File: src/rtl/hub_pkg.sv
package hub_pkg;
  typedef struct packed {
    logic latchStb;
    logic clearStb;
  } hubStrobes_t;
endpackage

File: src/rtl/hub_sync.sv
module hub_sync #(
  parameter int WIDTH = 4,
  parameter int STAGES = 2,
  parameter logic RST_VAL = 1'b1
) (
  input  logic             clk,
  input  logic             rstN,
  input  logic [WIDTH-1:0] dIn,
  output logic [WIDTH-1:0] dOut
);
  logic [WIDTH-1:0] stage [STAGES];

  generate
    for (genvar s = 0; s < STAGES; s++) begin : gStage
      if (s == 0) begin : gFirst
        always_ff @(posedge clk or negedge rstN) begin
          if (!rstN) stage[s] <= {WIDTH{RST_VAL}};
          else       stage[s] <= dIn;
        end
      end else begin : gNext
        always_ff @(posedge clk or negedge rstN) begin
          if (!rstN) stage[s] <= {WIDTH{RST_VAL}};
          else       stage[s] <= stage[s-1];
        end
      end
    end
  endgenerate

  assign dOut = stage[STAGES-1];
endmodule

File: src/rtl/hub_control.sv
module hub_control
  import hub_pkg::*;
(
  input  logic        clk,
  input  logic        rstN,
  input  logic        cpuAck,
  input  logic        anyEligible,
  output hubStrobes_t ctl,
  output logic        intReq
);
  logic ackPrev;

  always_ff @(posedge clk or negedge rstN) begin
    if (!rstN) begin
      ackPrev <= 1'b0;
      intReq  <= 1'b0;
    end else begin
      ackPrev <= cpuAck;
      intReq  <= anyEligible;
    end
  end

  always_comb begin
    ctl.latchStb = cpuAck && !ackPrev;
    ctl.clearStb = !cpuAck;
  end

  // interrupt drops one edge after eligibility ends
  assert_int_drop_R5: assert property (@(posedge clk) disable iff (!rstN)
    !anyEligible |=> !intReq);

  // strobes never both active
  assert_strobe_excl_R6: assert property (@(posedge clk) disable iff (!rstN)
    !(ctl.latchStb && ctl.clearStb));
endmodule

File: src/rtl/hub_datapath.sv
module hub_datapath
  import hub_pkg::*;
#(
  parameter int NUM_LEVELS = 4,
  parameter int BASE_LEVEL = 4,
  parameter int PRIO_W = 3
) (
  input  logic                  clk,
  input  logic                  rstN,
  input  logic [NUM_LEVELS-1:0] reqSyncN,
  input  logic [PRIO_W-1:0]     cpuPrio,
  input  logic                  irqEnable,
  input  hubStrobes_t           ctl,
  output logic                  anyEligible,
  output logic [NUM_LEVELS-1:0] ackLines,
  output logic [PRIO_W-1:0]     svcLevel
);
  localparam int IDX_W = (NUM_LEVELS > 1) ? $clog2(NUM_LEVELS) : 1;

  logic [NUM_LEVELS-1:0] eligible;
  logic [IDX_W-1:0]      topIdx;
  logic                  svcValid;
  logic [IDX_W-1:0]      svcIdx;

  generate
    for (genvar i = 0; i < NUM_LEVELS; i++) begin : gElig
      always_comb begin
        eligible[i] = irqEnable && !reqSyncN[i] && (int'(cpuPrio) < BASE_LEVEL + i);
      end
    end
  endgenerate

  always_comb begin
    topIdx = '0;
    for (int i = 0; i < NUM_LEVELS; i++) begin
      if (eligible[i]) topIdx = IDX_W'(i);
    end
  end

  assign anyEligible = |eligible;

  always_ff @(posedge clk or negedge rstN) begin
    if (!rstN) begin
      svcValid <= 1'b0;
      svcIdx   <= '0;
    end else if (ctl.clearStb) begin
      svcValid <= 1'b0;
      svcIdx   <= '0;
    end else if (ctl.latchStb) begin
      svcValid <= anyEligible;
      svcIdx   <= topIdx;
    end
  end

  always_comb begin
    ackLines = '0;
    svcLevel = '0;
    if (svcValid) begin
      ackLines[svcIdx] = 1'b1;
      svcLevel = PRIO_W'(BASE_LEVEL + int'(svcIdx));
    end
  end

  // a latched level is strictly above the priority seen at latch time
  assert_strict_R3: assert property (@(posedge clk) disable iff (!rstN)
    (ctl.latchStb && anyEligible) |=> (int'(svcLevel) > int'($past(cpuPrio))));

  // latching with nothing eligible grants nothing
  assert_empty_ack_R9: assert property (@(posedge clk) disable iff (!rstN)
    (ctl.latchStb && !anyEligible) |=> (ackLines == '0));

  // one acknowledge at most
  assert_one_ack_R10: assert property (@(posedge clk) disable iff (!rstN)
    $onehot0(ackLines));
endmodule

File: src/rtl/prio_irq_hub.sv
module prio_irq_hub
  import hub_pkg::*;
#(
  parameter int NUM_LEVELS = 4,
  parameter int BASE_LEVEL = 4,
  parameter int PRIO_W = 3,
  parameter int SYNC_STAGES = 2
) (
  input  logic                  clk,
  input  logic                  rstN,
  input  logic [NUM_LEVELS-1:0] reqLinesN,
  input  logic [PRIO_W-1:0]     cpuPrio,
  input  logic                  irqEnable,
  input  logic                  cpuAck,
  output logic                  intReq,
  output logic [NUM_LEVELS-1:0] ackLines,
  output logic [PRIO_W-1:0]     svcLevel
);
  logic [NUM_LEVELS-1:0] reqSyncN;
  logic                  anyEligible;
  hubStrobes_t           ctl;

  hub_sync #(.WIDTH(NUM_LEVELS), .STAGES(SYNC_STAGES), .RST_VAL(1'b1)) uSync (
    .clk(clk), .rstN(rstN), .dIn(reqLinesN), .dOut(reqSyncN)
  );

  hub_datapath #(.NUM_LEVELS(NUM_LEVELS), .BASE_LEVEL(BASE_LEVEL), .PRIO_W(PRIO_W)) uData (
    .clk(clk), .rstN(rstN), .reqSyncN(reqSyncN), .cpuPrio(cpuPrio),
    .irqEnable(irqEnable), .ctl(ctl), .anyEligible(anyEligible),
    .ackLines(ackLines), .svcLevel(svcLevel)
  );

  hub_control uCtrl (
    .clk(clk), .rstN(rstN), .cpuAck(cpuAck), .anyEligible(anyEligible),
    .ctl(ctl), .intReq(intReq)
  );

  // disabled interrupts keep the output low
  assert_disabled_R4: assert property (@(posedge clk) disable iff (!rstN)
    !irqEnable |=> !intReq);

  // routing holds while acknowledge is held
  assert_hold_R7: assert property (@(posedge clk) disable iff (!rstN)
    (cpuAck && ackLines != '0) |=> (!cpuAck || ($stable(ackLines) && $stable(svcLevel))));

  // acknowledge low clears routing
  assert_release_R8: assert property (@(posedge clk) disable iff (!rstN)
    !cpuAck |=> (ackLines == '0 && svcLevel == '0));
endmodule

File: config.mk
export PLATFORM = sky130hd
export DESIGN_NAME = prio_irq_hub
export DESIGN_NICKNAME = d
export VERILOG_FILES = /design/src/rtl/hub_pkg.sv /design/src/rtl/hub_sync.sv /design/src/rtl/hub_control.sv /design/src/rtl/hub_datapath.sv /design/src/rtl/prio_irq_hub.sv
export SDC_FILE = /design/constraint.sdc
export NUM_CORES = 1
export LEC_CHECK = 0
export ABC_AREA = 0
export CAP_MARGIN = 20
export CORE_AREA = 2 2 39 41
export CTS_CLUSTER_SIZE = 28
export DETAILED_ROUTE_END_ITERATION = 10
export DIE_AREA = 0 0 41 43
export DONT_BUFFER_PORTS = 1
export GPL_TIMING_DRIVEN = 1
export PLACE_DENSITY = 0.63
export SLEW_MARGIN = 20
export SYNTH_ARGS = -nofsm -noshare
export SYNTH_HDL_FRONTEND = slang
export SYNTH_SLANG_ARGS = --single-unit
File: constraint.sdc
create_clock -name clk -period 1.5 [get_ports clk]
set_input_delay 0.3 -clock clk [delete_from_list [all_inputs] [get_ports clk]]
set_output_delay 0.3 -clock clk [all_outputs]
set_load 0.1 [all_outputs]
==> metrics.cfg, run 1 <==
[global_routing]
track_usage=0.132
grt_overflow_total=0
top_usage_layer=met2
grt_max_degree=14
grtUsageMet1=0.123
use_met2=0.231
grtUsageMet3=0.0366
grt_pass1_wl_um=1470
grt_antenna_before_repair=0
grt_pass1_vias=343

[yosys]
synth_fa_ha_area_frac=0.0226
synthesis.instances=36
yosys_warnings=0
synth_xor_area_frac=0
syn_area_per_cell_um2=13.8
synth_cell_types=22
ys_seq_area_frac=0.673
ys_ff_latch=13
synth_fp_nets=47
synth_top_family_by_area=simple AND/OR/NAND/NOR gates
synth_area_um2=498
synth_compound_area_frac=0.133
synth.area.mux_share=0
synth-simple-area-share=0.156

[cts]
clock_latency_ns=0.26
cts.htree.levels=1
root_buffer=clkbuf_4
path_clk_slew_ns=0.08
ctsLongestPathBuffers=2
cts.sinks=13
cts_buffers=3
tritoncts=built

[timing]
fin_crit_ns=1.46
fin_crit_sh=0.976
hold_violations=0
fin_setup_tns_ns=0
tightest_slew_ns=0.515
fin_skew_ns=0.00445
hold_ws_ns=0.0629
setup_viol_count_final=0
fin_ws_ns=0.0362
rsz0062_at_grt=true
max_freq_mhz=683
report.final.slew_viol_count=0
slew_headroom=0.655

[finish]
layoutNonFillerInstCount=69
utilization=0.538
layout-drive-gt1-share=0.566
syn_to_final_growth_pct=49.5
final_net_count=65
diodes=0

[placement]
portBuffers=0
globalplace.congestion=0.630
hpwl_um=751
place_ws_ns=0.267
place_inst=59

[route]
routed_wl_um=874
via_count=348
detail-route-antenna-nets=0
vias_per_cell=5.04
detail_route.wl_per_cell_um=12.7
drcViolationCount=0
first_pass_iters=1
drt_iter0_markers=0

[die]
die_w_um=41
die_y_um=43
die_area_mm2=0.00176
initial_core_util=0.360
rows=14
core_mm2=0.00138
pin_count=19

[worst_setup_path]
critPathArrivalTime_ns=1.16
path_class=register to output pin
critPathMaxFanout=7
critPathCaptureType=output pin
crit_required_ns=1.20
startpoint_type=register

[flow_run]
max_cap_viol_count=0

[power]
vdd_drop_max_mv=0.535
power.density_mw_per_mm2=973
p_leak_nw=0.309

[worst_hold_path]
hold_class=input port to register

[outcome]
outcome=completed

[area by class of cell]
| type | instances | area [µm²] |
|---|---|---|
| clock buffers | 3 | 22.5 |
| clock inverters | 1 | 5.00 |
| fillers | 120 | 639 |
| multi-input cells | 22 | 178 |
| flip-flops and latches | 13 | 339 |
| well taps | 16 | 20.0 |
| repair buffers | 14 | 180 |
[worst paths after layout]
check	start	endpoint	slack, ns	cells past startpoint
max reg2reg	uSync.dOut[3]$_DFF_PN1_	uData.svcIdx[0]$_DFFE_PN0P_	0.32	3
min	cpuAck	uCtrl.ackPrev$_DFF_PN0_	0.06	0
min reg2reg	uSync.stage[6]$_DFF_PN1_	uSync.dOut[2]$_DFF_PN1_	0.36	0
max	uData.svcValid$_DFFE_PN0P_	ackLines[2]	0.04	3
max in group asynchronous	rstN	uData.svcIdx[1]$_DFFE_PN0P_	0.68	1
min in group asynchronous	rstN	uCtrl.intReq$_DFF_PN0_	0.44	1
[report_power, final]
part | switching (mW) | internal, mW | total [mW]
logic | 0.0843 | 0.0467 | 0.131
clock network | 0.101 | 0.0985 | 0.199
registers | 0.0151 | 0.379 | 0.394
total | 0.200 | 0.524 | 0.724
[repair_timing]
action                     CTS  global route
setup endpoints to repair    2             5
hold endpoints to repair    13             4
gates resized for setup      1             2
hold buffers                 1             4
cloned                       0             0
buffers inserted             1             0
pin swaps                    1             1
[flip-flops by register name (all words and copies together) (netlist names)]
register and count:
uSync.dOut 4, uSync.stage 4, uData.svcIdx 2, uCtrl.ackPrev 1
uCtrl.intReq 1, uData.svcValid 1
[cell usage after synthesis]
library cell  number  area [µm²]
nor2_1             1        3.75
and3b_1            1        8.76
dfstp_2            8         210
nand3_1            2        10.0
nor3b_1            1        7.51
nand2b_1           1        6.26
nand2_1            1        3.75
a31o_1             1        8.76
a221oi_2           1        15.0
o41a_1             1        11.3
nor2b_1            1        6.26
o21bai_1           1        7.51
maj3_2             1        11.3
a21oi_1            2        10.0
nand3b_1           1        7.51
a31oi_1            1        6.26
buf_4              1        7.51
o211ai_1           1        7.51
dfrtp_1            5         125
and2_1             2        12.5
nor3_1             1        5.00
and3_1             1        6.26
[critical path: stages, from the launching register on]
cell and delay (ns):
dfrtp_2 0.44, and2_4 0.17, nor2b_4 0.13, buf_12 0.16
[routing by layer]
metal	vias to the layer above	share of wire	wire, µm
met5	-	0	0
met4	0	0.0092	8
met3	2	0.070	61
met2	14	0.61	536
met1	168	0.31	267
li1	164	-	-
[placed cells by master, fill, tap and decap left out, drive strengths merged, types with 2 or more instances in the layout]
cell type    netlist  final
dfstp              8      8
dfrtp              5      5
nand3              2      2
buf                1      9
dlygate4sd3        0      5
clkbuf             0      3
and2               2      2
a21oi              2      2
[cells by family (layout without fill, tap and decap cells)]
family                   count (synthesis)  in the layout
AO/OA/AOI/OAI                            8              8
flip-flops                              13             13
buffers and inverters                    1             18
adder cells (fa/ha/maj)                  1              1
AND/OR/NAND/NOR                         13             13
[through the flow]
step / power [mW] / cell area [µm²]
floorplan: 0.485 / 520
global placement: 0.509 / 656
detailed placement: 0.513 / 656
CTS: 0.731 / 702
global route: 0.767 / 744
finish: 0.724 / 744
Power figures use the tool's default switching activity.
==> run 2: changes to the inputs <==
--- a/config.mk
+++ b/config.mk
@@ -13,7 +13,7 @@
 export DIE_AREA = 0 0 41 43
 export DONT_BUFFER_PORTS = 1
 export GPL_TIMING_DRIVEN = 1
-export PLACE_DENSITY = 0.63
+export PLACE_DENSITY_LB_ADDON = 0.08
 export SLEW_MARGIN = 20
 export SYNTH_ARGS = -nofsm -noshare
 export SYNTH_HDL_FRONTEND = slang
==> run 2 against run 1 <==
  * Clock skew increased by 0.0014 ns
  * Sequential power about the same
  * Cell count decreased by 4.3%
  * First-iteration DRC count increased by 7
  * Sequential cell count unchanged
  * Routed wire length increased by 3.1%
  * Largest cell class unchanged
  * Highest routed layer is now met3
  * Global-route usage increased by 0.38 points
  * Non-clock buffer count decreased by 3
==> metrics.cfg, run 2 (synthesized netlist as in run 1, its figures left out) <==
[timing]
fin_skew_ns=0.00585
setup_viol_count_final=0
hold_violations=0
rsz0062_at_grt=true
hold_ws_ns=0.0287
tightest_slew_ns=0.547
fin_ws_ns=0.0293
fin_setup_tns_ns=0
fin_crit_ns=1.47
slew_headroom=0.634
fin_crit_sh=0.980
report.final.slew_viol_count=0
max_freq_mhz=680

[finish]
seq_area_um2=339
final_cell_mix=8 x dfstp_2, 5 x buf_12
nFillCells=121
layout-drive-gt1-share=0.560
multi_input_area_um2=178
final_net_count=62
syn_to_final_growth_pct=43.7
diodes=0
final_common_cell=dfstp_2

[cts]
ctsLongestPathBuffers=2
cts.sinks=13
clock_latency_ns=0.27
root_buffer=clkbuf_4
cts.htree.levels=1
tritoncts=built
path_clk_slew_ns=0.08
cts_buffers=3

[power]
switchingPower_mw=0.200
sw_frac_of_total=0.277
p_seq_frac=0.546
p_leak_nw=0.292
internal-power_mw=0.523
power_frac_comb=0.171
pwr-share-clk=0.283
vdd_drop_max_mv=0.457
power.density_mw_per_mm2=1010

[worst_setup_path]
startpoint_type=register
reg2reg_slack_ns=0.29
r2r_end=uData.svcIdx[0]$_DFFE_PN0P_
reg2reg_from=uSync.dOut[3]$_DFF_PN1_
crit_required_ns=1.20
critPathCaptureType=output pin
worstRegToRegCells=3
critPathArrivalTime_ns=1.17
critPathMaxFanout=7
path_class=register to output pin

[worst_hold_path]
hold_depth=0
hold_class=input port to register
whs_endpoint=uSync.stage[6]$_DFF_PN1_
holdCritStartpoint=reqLinesN[2]

[global_routing]
track_usage=0.136
grt_max_degree=14
grt_pass1_vias=373
grt_antenna_before_repair=0
grt_pass1_wl_um=1530
grt_overflow_total=0

[flow_run]
max_cap_viol_count=0

[placement]
hpwl_um=714
portBuffers=0
place_ws_ns=0.263
globalplace.congestion=0.725

[route]
drcViolationCount=0
detail_route.wl_per_cell_um=13.7
routed_wl_um=901
first_pass_iters=4
detail-route-antenna-nets=0
drt_iter0_markers=7
vias_per_cell=5.24
via_count=346

[die]
die_area_mm2=0.00176
rows=14
initial_core_util=0.360
die_y_um=43
core_mm2=0.00138
die_w_um=41
pin_count=19

[outcome]
outcome=completed

==> run 2: changes by cell type in the layout (fill, tap and decap cells not counted) <==
cell,before,now
dlygate4sd3_1,5,3
clkinv_2,1,0
clkbuf_1,0,1
buf_4,4,3
==> run 2: stage by stage <==
stage          cell area [µm²]  total power [mW]  std cells   util
2_1_floorplan              520             0.485         36      -
3_3_place_gp               656             0.510         59  0.474
3_5_place_dp               656             0.512         59  0.474
4_1_cts                    694             0.729         64  0.502
5_1_grt                    716             0.760         66  0.517
6_report                   716             0.723         66  0.517
==> run 2: repair_timing <==
item | in CTS | in global routing
setup endpoints to repair | 3 | 4
hold buffers | 1 | 2
hold endpoints to repair | 13 | 2
pin swaps | 0 | 1
cloned | 0 | 0
buffers inserted | 0 | 0
resized for setup | 2 | 1
==> run 2: power by group through the flow <==
stage	logic [mW]	registers (mW)	clock network (mW)
final	0.124	0.395	0.205
after global routing	0.130	0.398	0.231
after CTS	0.121	0.395	0.214
after detailed placement	0.112	0.400	0
after global placement	0.111	0.399	0
after floorplan	0.0735	0.411	0
==> run 2: per-layer routing <==
layer | part of all wire | global-route usage | up-vias
li1 | - | - | 158
met1 | 0.35 | 0.136 | 172
met2 | 0.57 | 0.225 | 16
met3 | 0.077 | 0.0471 | 0
met4 | 0 | 0.0800 | 0
met5 | 0 | 0 | -
==> run 2: critical path: stages, from the launching register on <==
cell	delay, ns
dfrtp_2	0.42
and2_4	0.16
nor2b_4	0.15
buf_12	0.18
==> run 2: layout make-up <==
class	count	area share
Clock buffer	4	0.0367
Tap cell	16	0.0280
Multi-Input combinational cell	22	0.248
Sequential cell	13	0.474
Timing Repair Buffer	11	0.213
==> run 2: worst max-delay path by stage <==
stage,start,end,slack [ns],cells after the start
6_report,uData.svcValid$_DFFE_PN0P_,ackLines[2],0.03,3
5_1_grt,uData.svcValid$_DFFE_PN0P_,ackLines[2],-0.05,3
4_1_cts,uData.svcIdx[1]$_DFFE_PN0P_,ackLines[2],-0.02,3
3_5_place_dp,uData.svcValid$_DFFE_PN0P_,ackLines[2],0.26,3
3_3_place_gp,uData.svcValid$_DFFE_PN0P_,ackLines[2],0.29,3
2_1_floorplan,uData.svcIdx[1]$_DFFE_PN0P_,ackLines[2],-0.15,2
